[config.mk]
export PLATFORM = sky130hd
export DESIGN_NAME = freerun_timer
export DESIGN_NICKNAME = d
export VERILOG_FILES = /design/src/rtl/frt_pkg.sv /design/src/rtl/frt_prescaler.sv /design/src/rtl/frt_counter.sv /design/src/rtl/frt_ctrl.sv /design/src/rtl/freerun_timer.sv
export SDC_FILE = /design/constraint.sdc
export NUM_CORES = 1
export LEC_CHECK = 0
export CAP_MARGIN = 0
export CORE_AREA = 2 2 76 78
export CTS_CLUSTER_DIAMETER = 50
export DETAILED_ROUTE_END_ITERATION = 12
export DIE_AREA = 0 0 78 80
export GPL_ROUTABILITY_DRIVEN = 0
export GPL_TIMING_DRIVEN = 0
export PLACE_DENSITY = 0.73
export SLEW_MARGIN = 10
export SYNTH_ARGS = -nofsm -noshare
export SYNTH_HDL_FRONTEND = slang
export SYNTH_SLANG_ARGS = --single-unit
[constraint.sdc]
create_clock -name clk -period 4 [get_ports clk]
set_clock_uncertainty 0.1 [all_clocks]
set_input_delay 0.4 -clock clk [delete_from_list [all_inputs] [get_ports clk]]
set_output_delay 0.4 -clock clk [all_outputs]
set_load 0.01 [all_outputs]
[src/rtl/frt_pkg.sv]
package frt_pkg;
    // control byte field positions (software decodes these)
    localparam int unsigned BIT_FLAG = 7;
    localparam int unsigned BIT_IEN  = 6;
    localparam int unsigned BIT_STOP = 5;
    localparam int unsigned BIT_RSVD = 4;
    localparam int unsigned BIT_CLR  = 3;

    typedef enum logic {
        REG_CTRL  = 1'b0,
        REG_COUNT = 1'b1
    } frt_reg_e;
endpackage

[src/rtl/frt_prescaler.sv]
module frt_prescaler #(
    parameter int SEL_W = 3
) (
    input  logic             clk,
    input  logic             rst_n,
    input  logic             run_i,
    input  logic             restart_i,
    input  logic [SEL_W-1:0] div_sel_i,
    output logic             tick_o
);
    localparam int PRE_W = 2 ** SEL_W;
    localparam logic [PRE_W:0] ONE_P = 1;
    localparam logic [SEL_W:0] ONE_S = 1;
    localparam logic [PRE_W-1:0] INC = 1;

    typedef struct packed {
        logic [PRE_W-1:0] phase;
    } pre_state_t;

    pre_state_t   st_d, st_q;
    logic [PRE_W:0] limit_w;

    always_comb begin
        limit_w = (ONE_P << ({1'b0, div_sel_i} + ONE_S)) - ONE_P;
        tick_o  = run_i && ({1'b0, st_q.phase} >= limit_w);
        st_d    = st_q;
        if (restart_i) begin
            st_d.phase = '0;
        end else if (tick_o) begin
            st_d.phase = '0;
        end else if (run_i) begin
            st_d.phase = st_q.phase + INC;
        end
    end

    always_ff @(posedge clk or negedge rst_n) begin
        if (!rst_n) st_q <= '0;
        else        st_q <= st_d;
    end

    // every period is at least two cycles long
    p_tick_gap_r2: assert property (@(posedge clk) disable iff (!rst_n)
        tick_o |=> !tick_o);
    // a restart always delays the next advance
    p_restart_r9: assert property (@(posedge clk) disable iff (!rst_n)
        restart_i |=> !tick_o);
endmodule

[src/rtl/frt_counter.sv]
module frt_counter #(
    parameter int CNT_W = 16
) (
    input  logic             clk,
    input  logic             rst_n,
    input  logic             tick_i,
    input  logic             clr_i,
    input  logic             load_i,
    input  logic [CNT_W-1:0] load_val_i,
    output logic [CNT_W-1:0] count_o,
    output logic             wrap_o
);
    localparam logic [CNT_W-1:0] INC = 1;

    typedef struct packed {
        logic [CNT_W-1:0] value;
    } cnt_state_t;

    cnt_state_t st_d, st_q;

    always_comb begin
        st_d   = st_q;
        wrap_o = tick_i && (&st_q.value) && !clr_i && !load_i;
        if (clr_i) begin
            st_d.value = '0;
        end else if (load_i) begin
            st_d.value = load_val_i;
        end else if (tick_i) begin
            st_d.value = st_q.value + INC;
        end
    end

    always_ff @(posedge clk or negedge rst_n) begin
        if (!rst_n) st_q <= '0;
        else        st_q <= st_d;
    end

    assign count_o = st_q.value;

    // a wrap leaves the counter at zero
    p_wrap_r3: assert property (@(posedge clk) disable iff (!rst_n)
        wrap_o |=> (count_o == '0));
    // without an advance, clear or load the value holds
    p_hold_r6: assert property (@(posedge clk) disable iff (!rst_n)
        (!tick_i && !clr_i && !load_i) |=> $stable(count_o));
    // clear zeroes the counter on the next cycle
    p_clear_r8: assert property (@(posedge clk) disable iff (!rst_n)
        clr_i |=> (count_o == '0));
    // an accepted load lands exactly
    p_load_r7: assert property (@(posedge clk) disable iff (!rst_n)
        (load_i && !clr_i) |=> (count_o == $past(load_val_i)));
    // a plain advance adds one
    p_step_r2: assert property (@(posedge clk) disable iff (!rst_n)
        (tick_i && !clr_i && !load_i && !(&count_o)) |=> (count_o == $past(count_o) + INC));
endmodule

[src/rtl/frt_ctrl.sv]
module frt_ctrl #(
    parameter int SEL_W = 3
) (
    input  logic             clk,
    input  logic             rst_n,
    input  logic             wr_i,
    input  logic             flag_w_i,
    input  logic             ien_w_i,
    input  logic             stop_w_i,
    input  logic [SEL_W-1:0] div_w_i,
    input  logic             wrap_i,
    output logic             flag_o,
    output logic             ien_o,
    output logic             stop_o,
    output logic [SEL_W-1:0] div_sel_o
);
    typedef struct packed {
        logic             flag;
        logic             ien;
        logic             stop;
        logic [SEL_W-1:0] div;
    } ctrl_state_t;

    ctrl_state_t st_d, st_q;

    always_comb begin
        st_d = st_q;
        if (wr_i) begin
            st_d.ien  = ien_w_i;
            st_d.stop = stop_w_i;
            st_d.div  = div_w_i;
            if (!flag_w_i) st_d.flag = 1'b0;
        end
        if (wrap_i) st_d.flag = 1'b1;
    end

    always_ff @(posedge clk or negedge rst_n) begin
        if (!rst_n) st_q <= '0;
        else        st_q <= st_d;
    end

    assign flag_o    = st_q.flag;
    assign ien_o     = st_q.ien;
    assign stop_o    = st_q.stop;
    assign div_sel_o = st_q.div;

    // the flag stays set until a write of 0 reaches it
    p_flag_sticky_r5: assert property (@(posedge clk) disable iff (!rst_n)
        (flag_o && !(wr_i && !flag_w_i)) |=> flag_o);
    // rollover beats a clearing write
    p_wrap_wins_r5: assert property (@(posedge clk) disable iff (!rst_n)
        wrap_i |=> flag_o);
    // only a rollover can set the flag
    p_no_sw_set_r5: assert property (@(posedge clk) disable iff (!rst_n)
        (!flag_o && !wrap_i) |=> !flag_o);
endmodule

[src/rtl/freerun_timer.sv]
module freerun_timer #(
    parameter int CNT_W = 16,
    parameter int SEL_W = 3
) (
    input  logic             clk,
    input  logic             rst_n,
    input  logic             wr_en,
    input  logic             addr,
    input  logic [CNT_W-1:0] wdata,
    output logic [CNT_W-1:0] rdata,
    output logic             irq,
    output logic             cnt_tick
);
    import frt_pkg::*;

    logic             wr_ctrl, wr_cnt, clr, load, restart;
    logic             flag_q, ien_q, stop_q, wrap;
    logic [SEL_W-1:0] div_sel;
    logic [CNT_W-1:0] count;

    assign wr_ctrl = wr_en && (addr == REG_CTRL);
    assign wr_cnt  = wr_en && (addr == REG_COUNT);
    assign clr     = wr_ctrl && wdata[BIT_CLR];
    assign load    = wr_cnt && stop_q;
    assign restart = clr || load;

    frt_ctrl #(.SEL_W(SEL_W)) u_ctrl (
        .clk       (clk),
        .rst_n     (rst_n),
        .wr_i      (wr_ctrl),
        .flag_w_i  (wdata[BIT_FLAG]),
        .ien_w_i   (wdata[BIT_IEN]),
        .stop_w_i  (wdata[BIT_STOP]),
        .div_w_i   (wdata[SEL_W-1:0]),
        .wrap_i    (wrap),
        .flag_o    (flag_q),
        .ien_o     (ien_q),
        .stop_o    (stop_q),
        .div_sel_o (div_sel)
    );

    frt_prescaler #(.SEL_W(SEL_W)) u_pre (
        .clk       (clk),
        .rst_n     (rst_n),
        .run_i     (!stop_q),
        .restart_i (restart),
        .div_sel_i (div_sel),
        .tick_o    (cnt_tick)
    );

    frt_counter #(.CNT_W(CNT_W)) u_cnt (
        .clk        (clk),
        .rst_n      (rst_n),
        .tick_i     (cnt_tick),
        .clr_i      (clr),
        .load_i     (load),
        .load_val_i (wdata),
        .count_o    (count),
        .wrap_o     (wrap)
    );

    always_comb begin
        rdata = '0;
        if (addr == REG_COUNT) begin
            rdata = count;
        end else begin
            rdata[BIT_FLAG]    = flag_q;
            rdata[BIT_IEN]     = ien_q;
            rdata[BIT_STOP]    = stop_q;
            rdata[SEL_W-1:0]   = div_sel;
        end
    end

    assign irq = flag_q && ien_q;

    // no advance strobe while halted
    p_stop_notick_r6: assert property (@(posedge clk) disable iff (!rst_n)
        stop_q |-> !cnt_tick);
endmodule

==> results.rst, run 1 <==
.. list-table::
   :header-rows: 1

   * - Metric
     - Value
   * - Flops & latches, synth
     - 30
   * - Worst r2r dst
     - u_cnt.count_o[3]
   * - Final Hold Slack
     - 54.6 ps
   * - Portion of total power attributed to combinational logic
     - 31.3%
   * - Die Outline Area
     - roughly 6200 um^2
   * - Total non-filler cell area in the finished layout
     - 2680 um^2
   * - Critical path's largest stage delay
     - 380 ps
   * - Area of the mapped netlist
     - between 2000 and 2500 um^2
   * - Core Footprint
     - roughly 5400 um^2
   * - Initial antenna violation count
     - 0
   * - Filler cell count
     - about 520
   * - Final count of pins violating max slew
     - 0
   * - Category of the critical setup timing path
     - flip-flop to output port
   * - Post-DP HPWL
     - between 3000 and 4000 um
   * - Top-level port count
     - 38
   * - Vertical extent of the die
     - about 80 um
   * - Overall fraction of global-route tracks in use
     - roughly a fifth
   * - Final core utilization
     - between 40% and 50%
   * - Power Density
     - about 360 nW/um^2
   * - Post-DP Area
     - between 2000 and 3000 um^2
   * - Port Buffer Count
     - 37
   * - Most numerous cell on the critical path
     - ha_1
   * - Worst Reg2Reg Path Length in Cells
     - 14
   * - Setup slack after placement
     - approximately 160 ps
   * - Hold Vio Cnt, Final
     - 0
   * - Part of the Yosys area used for sequential elements
     - between 30% and 40%
   * - Synth warn
     - 0
   * - Pin slew with the least headroom to its limit
     - 692 ps
   * - Die Span X
     - around 80 um
   * - Clock slew seen by the registers of the worst setup and hold paths
     - about 70 ps
   * - Maxcap violations
     - 0
   * - Post-Synthesis Cells
     - around 230
   * - Maximum buffer depth of the clock tree
     - 2
   * - DRC violation count after routing
     - 0
   * - Kind of capture point of the worst setup path
     - output port
   * - Master cell of the clock root buffer
     - clkbuf_8
   * - Wire length of the first global-routing pass
     - ~9100 um
   * - Worst path slowest cell
     - dfrtp_1
   * - Count of TritonRoute iterations in the first routing pass
     - 4
   * - Area of the multi-input gates
     - 1250 um^2
   * - Row Count
     - 27
   * - Area contributors post-synth
     - dfrtp_1, ha_1, mux2_2
   * - Path type of the worst min-delay path
     - input port to async pin
   * - Total congestion overflow
     - 0
   * - F_max
     - about 260 MHz
   * - Internal Dissipation
     - between 600 and 700 uW
   * - Count of non-filler cells in the finished layout
     - ~350
   * - Cells along the critical path
     - buf_2, or3_1, ha_1, nor3_1, a21oi_1, ha_1, a21o_1, a221o_1, a41oi_2, or4_1, buf_4, inv_2, dlygate4sd2_1
   * - Post-Route Setup TNS
     - 0 ps
   * - Antenna diode count
     - 0
   * - Routed wire length
     - 5380 um
   * - Worst Slack Setup Final
     - 161 ps
   * - Count of vias placed by the detailed router
     - approximately 1900
   * - Insertion delay to the later sink of the worst-skew pair
     - just under 300 ps
   * - P_leak
     - about 1.1 nW
   * - Reg2reg setup slack
     - roughly 450 ps
   * - Total Nets Final
     - a little over 300
   * - Number of buffers created by CTS
     - 5
   * - Vias per cell
     - 5.40
   * - Startpoint Class
     - flip-flop
   * - Library cell occupying the most area in the post-synthesis netlist
     - dfrtp_1
   * - Share of post-route cells with drive strength above 1
     - between 10% and 20%
   * - Footprint of the flip-flops and latches
     - around 750 um^2
   * - Unrepaired setup endpoints after global routing
     - no
   * - Sequential fraction of design power
     - approximately two fifths
   * - Crit path arrival time
     - approximately 3300 ps
   * - Setup violators final
     - 0
   * - Largest fanout on the critical path
     - 10
   * - Max IR drop VDD
     - 0.211 mV
   * - Clock network power share
     - a little over a quarter
   * - Detail Route Antenna Nets
     - 0
   * - Avg Synthesized Cell Area
     - around 9.1 um^2
   * - Switching component of the power
     - about 340 uW
   * - Final period util
     - 96.0%
   * - CTS tree
     - done
   * - Endpoint required time on the critical path
     - between 3000 and 4000 ps
   * - Top cell type's share of synthesized area
     - a little over a third
   * - Switching part of the total power
     - between 30% and 40%
   * - Total power
     - 978 uW
   * - Proportion of register bits with asynchronous set or reset after synthesis
     - 100%
   * - Starting density of the core
     - between 30 and 40%
   * - Cell total after placement
     - 344
   * - Area grow syn2layout
     - 26.6%
   * - Number of clock sinks
     - 30
   * - Depth of the CTS H-tree
     - 2
   * - Run status
     - complete, no violations
   * - Count of routing violations after the opening detailed-route iteration
     - 50
   * - Worst relative slew slack
     - around 54%
   * - Critical register-to-register path startpoint
     - u_ctrl.div_sel_o[1]
   * - Primary FF master, synth
     - dfrtp_1
   * - Library cells used by synthesis
     - 49
   * - Largest net degree at the start of global routing
     - 31
   * - Post-layout minimum cycle time
     - 3840 ps
   * - Number of enable flip-flop cells after synthesis
     - 0
   * - Via count of the first global-routing pass
     - 1892
   * - Routed len/inst
     - 15.3 um
worst max-delay path by stage:
stage / slack, ps / start / endpoint / cells after the start
after floorplan: 950 / u_ctrl.div_sel_o[1] / cnt_tick / 12
after global placement: 260 / u_ctrl.div_sel_o[2] / cnt_tick / 13
after detailed placement: 160 / u_ctrl.div_sel_o[2] / cnt_tick / 13
after CTS: 150 / u_ctrl.div_sel_o[1] / cnt_tick / 13
after global routing: 30 / u_ctrl.div_sel_o[1] / cnt_tick / 13
final: 160 / u_ctrl.div_sel_o[1] / cnt_tick / 13
synthesized netlist by cell type (3+ instances only):
cell and count:
a21oi_1 17, mux2_2 12, and3_1 3, xor2_1 4, ha_1 11, o311ai_1 3, inv_1 7, and2_1 11
o21ai_0 7, o21ai_1 12, nor3_1 10, nand2_1 24, dfrtp_1 30, nand3_1 9, buf_2 9, clkbuf_1 4
o211ai_2 9, nor2_1 12
critical path: cells and delay by family, from the launching register on:
| kind | cells | cell delay [ps] |
|---|---|---|
| AO/OA/AOI/OAI | 4 | 770 |
| adder cells (fa/ha/maj) | 2 | 540 |
| buffers and inverters | 4 | 650 |
| flip-flops | 1 | 380 |
| AND/OR/NAND/NOR | 3 | 700 |
cell usage in the layout (no fill, tap or decap), types with 2 or more instances in the layout:
master / instances
inv_1: 7
clkbuf_1: 3
conb_1: 2
xor2_1: 4
nand3_1: 9
nand2_1: 24
nor2_1: 12
o211ai_2: 9
o311ai_1: 3
nor3_1: 10
nand4_1: 2
dfrtp_1: 30
a32o_1: 2
or3_1: 2
a21oi_1: 17
and2_1: 11
and4_1: 2
o21ai_1: 12
buf_4: 2
o41ai_2: 2
nor4_1: 2
a21o_1: 2
and3_1: 3
o21ai_0: 7
mux2_2: 12
buf_2: 10
xnor2_1: 2
clkbuf_8: 6
buf_6: 2
clkdlybuf4s50_1: 35
ha_1: 11
sequential cells by signal (all words and copies together) (netlist names):
register,count
u_cnt.count_o,16
u_pre.st_q,8
u_ctrl.ien_o,1
u_ctrl.div_sel_o,3
u_ctrl.stop_o,1
u_ctrl.flag_o,1
logic make-up after synthesis:
family / after synthesis / synth area share [%]
compound gates: 62 / 21.4
xor+xnor: 6 / 2.48
fa+ha+maj: 11 / 6.50
buf+inv: 25 / 5.85
flops: 30 / 35.4
mux: 12 / 6.38
other cells: 1 / 0.177
simple gates: 87 / 21.8
timing repair:
action | CTS | global route
setup buffers | 1 | 0
gates resized for setup | 2 | 0
hold buffers | 0 | 0
endpoints found under the setup margin | 1 | 0
layer usage:
layer,track usage [%],up-vias,wire [um]
met5,0,-,0
met2,32.8,40,2670
met1,23.0,913,2410
li1,-,941,-
met4,5.96,0,93
met3,3.85,8,206
cell type report:
cell class	count	area share [%]
Timing Repair Buffer	38	13.9
Tap cell	72	3.36
Clock inverter	2	0.466
Clock buffer	6	3.08
Multi-Input combinational cell	180	46.8
Sequential cell	30	28.0
Buffer	16	3.36
Inverter	8	1.12
power by group through the flow:
stage               clock network (mW)  logic, mW  registers (mW)
floorplan                            0      0.200           0.395
global placement                     0      0.297           0.408
detailed placement                   0      0.305           0.410
CTS                              0.268      0.309           0.409
global route                     0.285      0.349           0.417
finish                           0.262      0.306           0.410
Note: power is estimated with default switching activity, not from simulation.
==> run 2: changes to the inputs <==
Settings changed: CORE_AREA 2 2 76 78 to 2 2 81 83, DIE_AREA 0 0 78 80 to 0 0 83 85, PLACE_DENSITY 0.73 to 0.67.
==> run 2 against run 1 <==
Compared with the run above: cell area barely moved; sequential power barely moved; sequential share of layout area barely moved; via count rose by 3.1%; clock-buffer cell count fell by 1; first-iteration DRC count rose by 94%; highest routed layer unchanged; fmax barely moved; wire length rose by 3.1%; sequential cell count did not move; core utilization fell by 6.4 points; register-to-register slack improved by 100 ps.
==> results.rst, run 2 (synthesis gave the netlist of run 1 again) <==
.. list-table::
   :header-rows: 1

   * - Metric
     - Value
   * - CTS tree
     - done
   * - Filler cell count
     - 608 (+17%)
   * - Antenna diode count
     - 0 (unchanged)
   * - Top-level port count
     - 38 (unchanged)
   * - Overall fraction of global-route tracks in use
     - 15.9% (-2.8 points)
   * - Final count of pins violating max slew
     - 0 (unchanged)
   * - Cell total after placement
     - 349 (+1.5%)
   * - Worst relative slew slack
     - 51.8% (-2.1 points)
   * - Setup repair bufs after CTS
     - 0 (-1)
   * - Power Density
     - 360 nW/um^2 (-1.2%)
   * - Most common cell after layout, fill and taps aside
     - clkdlybuf4s50_1
   * - Category of the critical setup timing path
     - flip-flop to output port
   * - Setup violators final
     - 0 (unchanged)
   * - Master cell of the clock root buffer
     - clkbuf_8
   * - Critical register-to-register path startpoint
     - u_ctrl.div_sel_o[1]
   * - Count of TritonRoute iterations in the first routing pass
     - 4 (unchanged)
   * - P_leak
     - 1.13 nW (-0.69%)
   * - Worst Reg2Reg Path Length in Cells
     - 13 (-1)
   * - Largest register FFs
     - 16 (unchanged)
   * - Starting density of the core
     - 34.1% (-5.0 points)
   * - Routed len/inst
     - 15.6 um (+1.9%)
   * - Critical path startpoint
     - u_ctrl.div_sel_o[1]
   * - Maxcap violations
     - 0 (unchanged)
   * - Wire length of the first global-routing pass
     - 9070 um (about the same)
   * - Depth of the CTS H-tree
     - 2 (unchanged)
   * - Largest fanout on the critical path
     - 10 (unchanged)
   * - Hold Buf Count CTS
     - 0 (unchanged)
   * - Routed wire length
     - 5550 um (+3.1%)
   * - Max IR drop VDD
     - 0.167 mV (-21%)
   * - Number of clock sinks
     - 30 (unchanged)
   * - Core Footprint
     - 6200 um^2 (+15%)
   * - Largest net degree at the start of global routing
     - 31 (unchanged)
   * - Hold Vio Cnt, Final
     - 0 (unchanged)
   * - Via count of the first global-routing pass
     - 1933 (+2.2%)
   * - Maximum buffer depth of the clock tree
     - 2 (unchanged)
   * - DRC violation count after routing
     - 0 (unchanged)
   * - Row Count
     - 29 (+7.4%)
   * - Area grow syn2layout
     - 26.6% (about the same)
   * - Vertical extent of the die
     - 85 um (+6.3%)
   * - Initial antenna violation count
     - 0 (unchanged)
   * - Total Nets Final
     - 309 (-0.32%)
   * - Unrepaired setup endpoints after global routing
     - no
   * - Port Buffer Count
     - 37 (unchanged)
   * - Post-layout minimum cycle time
     - 3840 ps (-3.56 ps)
   * - Final period util
     - 95.9% (about the same)
   * - Worst r2r dst
     - u_cnt.count_o[3]
   * - Count of routing violations after the opening detailed-route iteration
     - 97 (+94%)
   * - Startpoint Class
     - flip-flop
   * - Detail Route Antenna Nets
     - 0 (unchanged)
   * - Post-Route Setup TNS
     - 0 ps (unchanged)
   * - Reg2reg setup slack
     - 550 ps (+100 ps)
   * - Count of vias placed by the detailed router
     - 1961 (+3.1%)
   * - Count of non-filler cells in the finished layout
     - 356 (+1.1%)
   * - Crit path arrival time
     - 3340 ps (about the same)
   * - Total congestion overflow
     - 0 (unchanged)
   * - Endpoint required time on the critical path
     - 3500 ps (about the same)
   * - F_max
     - 261 MHz (about the same)
   * - Commonest cells after routing, fill and taps aside
     - clkdlybuf4s50_1, dfrtp_1, nand2_1
   * - Kind of capture point of the worst setup path
     - output port
   * - Path type of the worst min-delay path
     - input port to async pin
   * - Post-DP HPWL
     - 4000 um (+1.2%)
   * - Vias per cell
     - 5.51 (+1.9%)
   * - Number of buffers created by CTS
     - 5 (unchanged)
   * - Share of post-route cells with drive strength above 1
     - 18.3% (+0.065 points)
   * - Die Outline Area
     - 7060 um^2 (+13%)
   * - Die Span X
     - 83 um (+6.4%)
   * - Pin slew with the least headroom to its limit
     - 715 ps (+23.2 ps)
   * - Clock slew seen by the registers of the worst setup and hold paths
     - 80 ps (about the same)
   * - Insertion delay to the later sink of the worst-skew pair
     - 290 ps (about the same)
   * - Final Hold Slack
     - 60.9 ps (+6.34 ps)
   * - Run status
     - complete, no violations
-- run 2: worst max path at each step --
| stage | slack [ps] | depth (start not counted) | end |
|---|---|---|---|
| 4_1_cts | 170 | 13 | cnt_tick |
| 3_5_place_dp | 230 | 13 | cnt_tick |
| 6_report | 160 | 13 | cnt_tick |
| 2_1_floorplan | 950 | 12 | cnt_tick |
| 3_3_place_gp | 250 | 13 | cnt_tick |
| 5_1_grt | 30 | 13 | cnt_tick |
-- run 2: area by class of cell --
class / instances / area [um^2] / area share, %
Timing Repair Buffer: 37 / 364 / 13.6
Buffer: 16 / 92.6 / 3.45
Clock inverter: 3 / 21.3 / 0.793
Inverter: 8 / 30.0 / 1.12
Multi-Input combinational cell: 180 / 1260 / 46.9
Clock buffer: 5 / 68.8 / 2.57
Tap cell: 77 / 96.3 / 3.59
Sequential cell: 30 / 751 / 28.0
-- run 2: what timing repair did --
| action | 4_1_cts | 5_1_grt |
|---|---|---|
| pin swaps | 0 | 0 |
| resized for setup | 2 | 2 |
| endpoints found under the hold margin | 0 | 0 |
| endpoints found under the setup margin | 1 | 1 |
-- run 2: power breakdown --
group          switching, mW  total, mW  internal, mW
Clock                  0.127      0.249         0.122
Sequential            0.0604      0.409         0.349
Combinational          0.155      0.308         0.152
-- run 2: metrics by stage --
stage	power [mW]	setup slack [ps]	cell area, um^2	utilization [%]
2_1_floorplan	0.595	946	2120	-
3_3_place_gp	0.707	248	2590	41.7
3_5_place_dp	0.718	227	2580	41.6
4_1_cts	0.974	166	2680	43.1
5_1_grt	1.03	28.5	2680	43.2
6_report	0.966	164	2680	43.2
-- run 2: metal layers --
metal | part of all wire, % | track usage (%)
met5 | 0 | 0
met4 | 2.5 | 7.30
met3 | 3.5 | 3.40
met2 | 47 | 25.8
met1 | 47 | 20.4
-- run 2: critical path: stages, from the launching register on --
cell and delay (ps):
dfrtp_1 380, clkbuf_4 190, or3_1 360, ha_2 210
nor3_1 170, a21oi_1 70, ha_1 310, a21o_1 180
a221o_1 330, a41oi_2 210, or4_1 160, buf_4 160
inv_2 50, dlygate4sd2_1 280
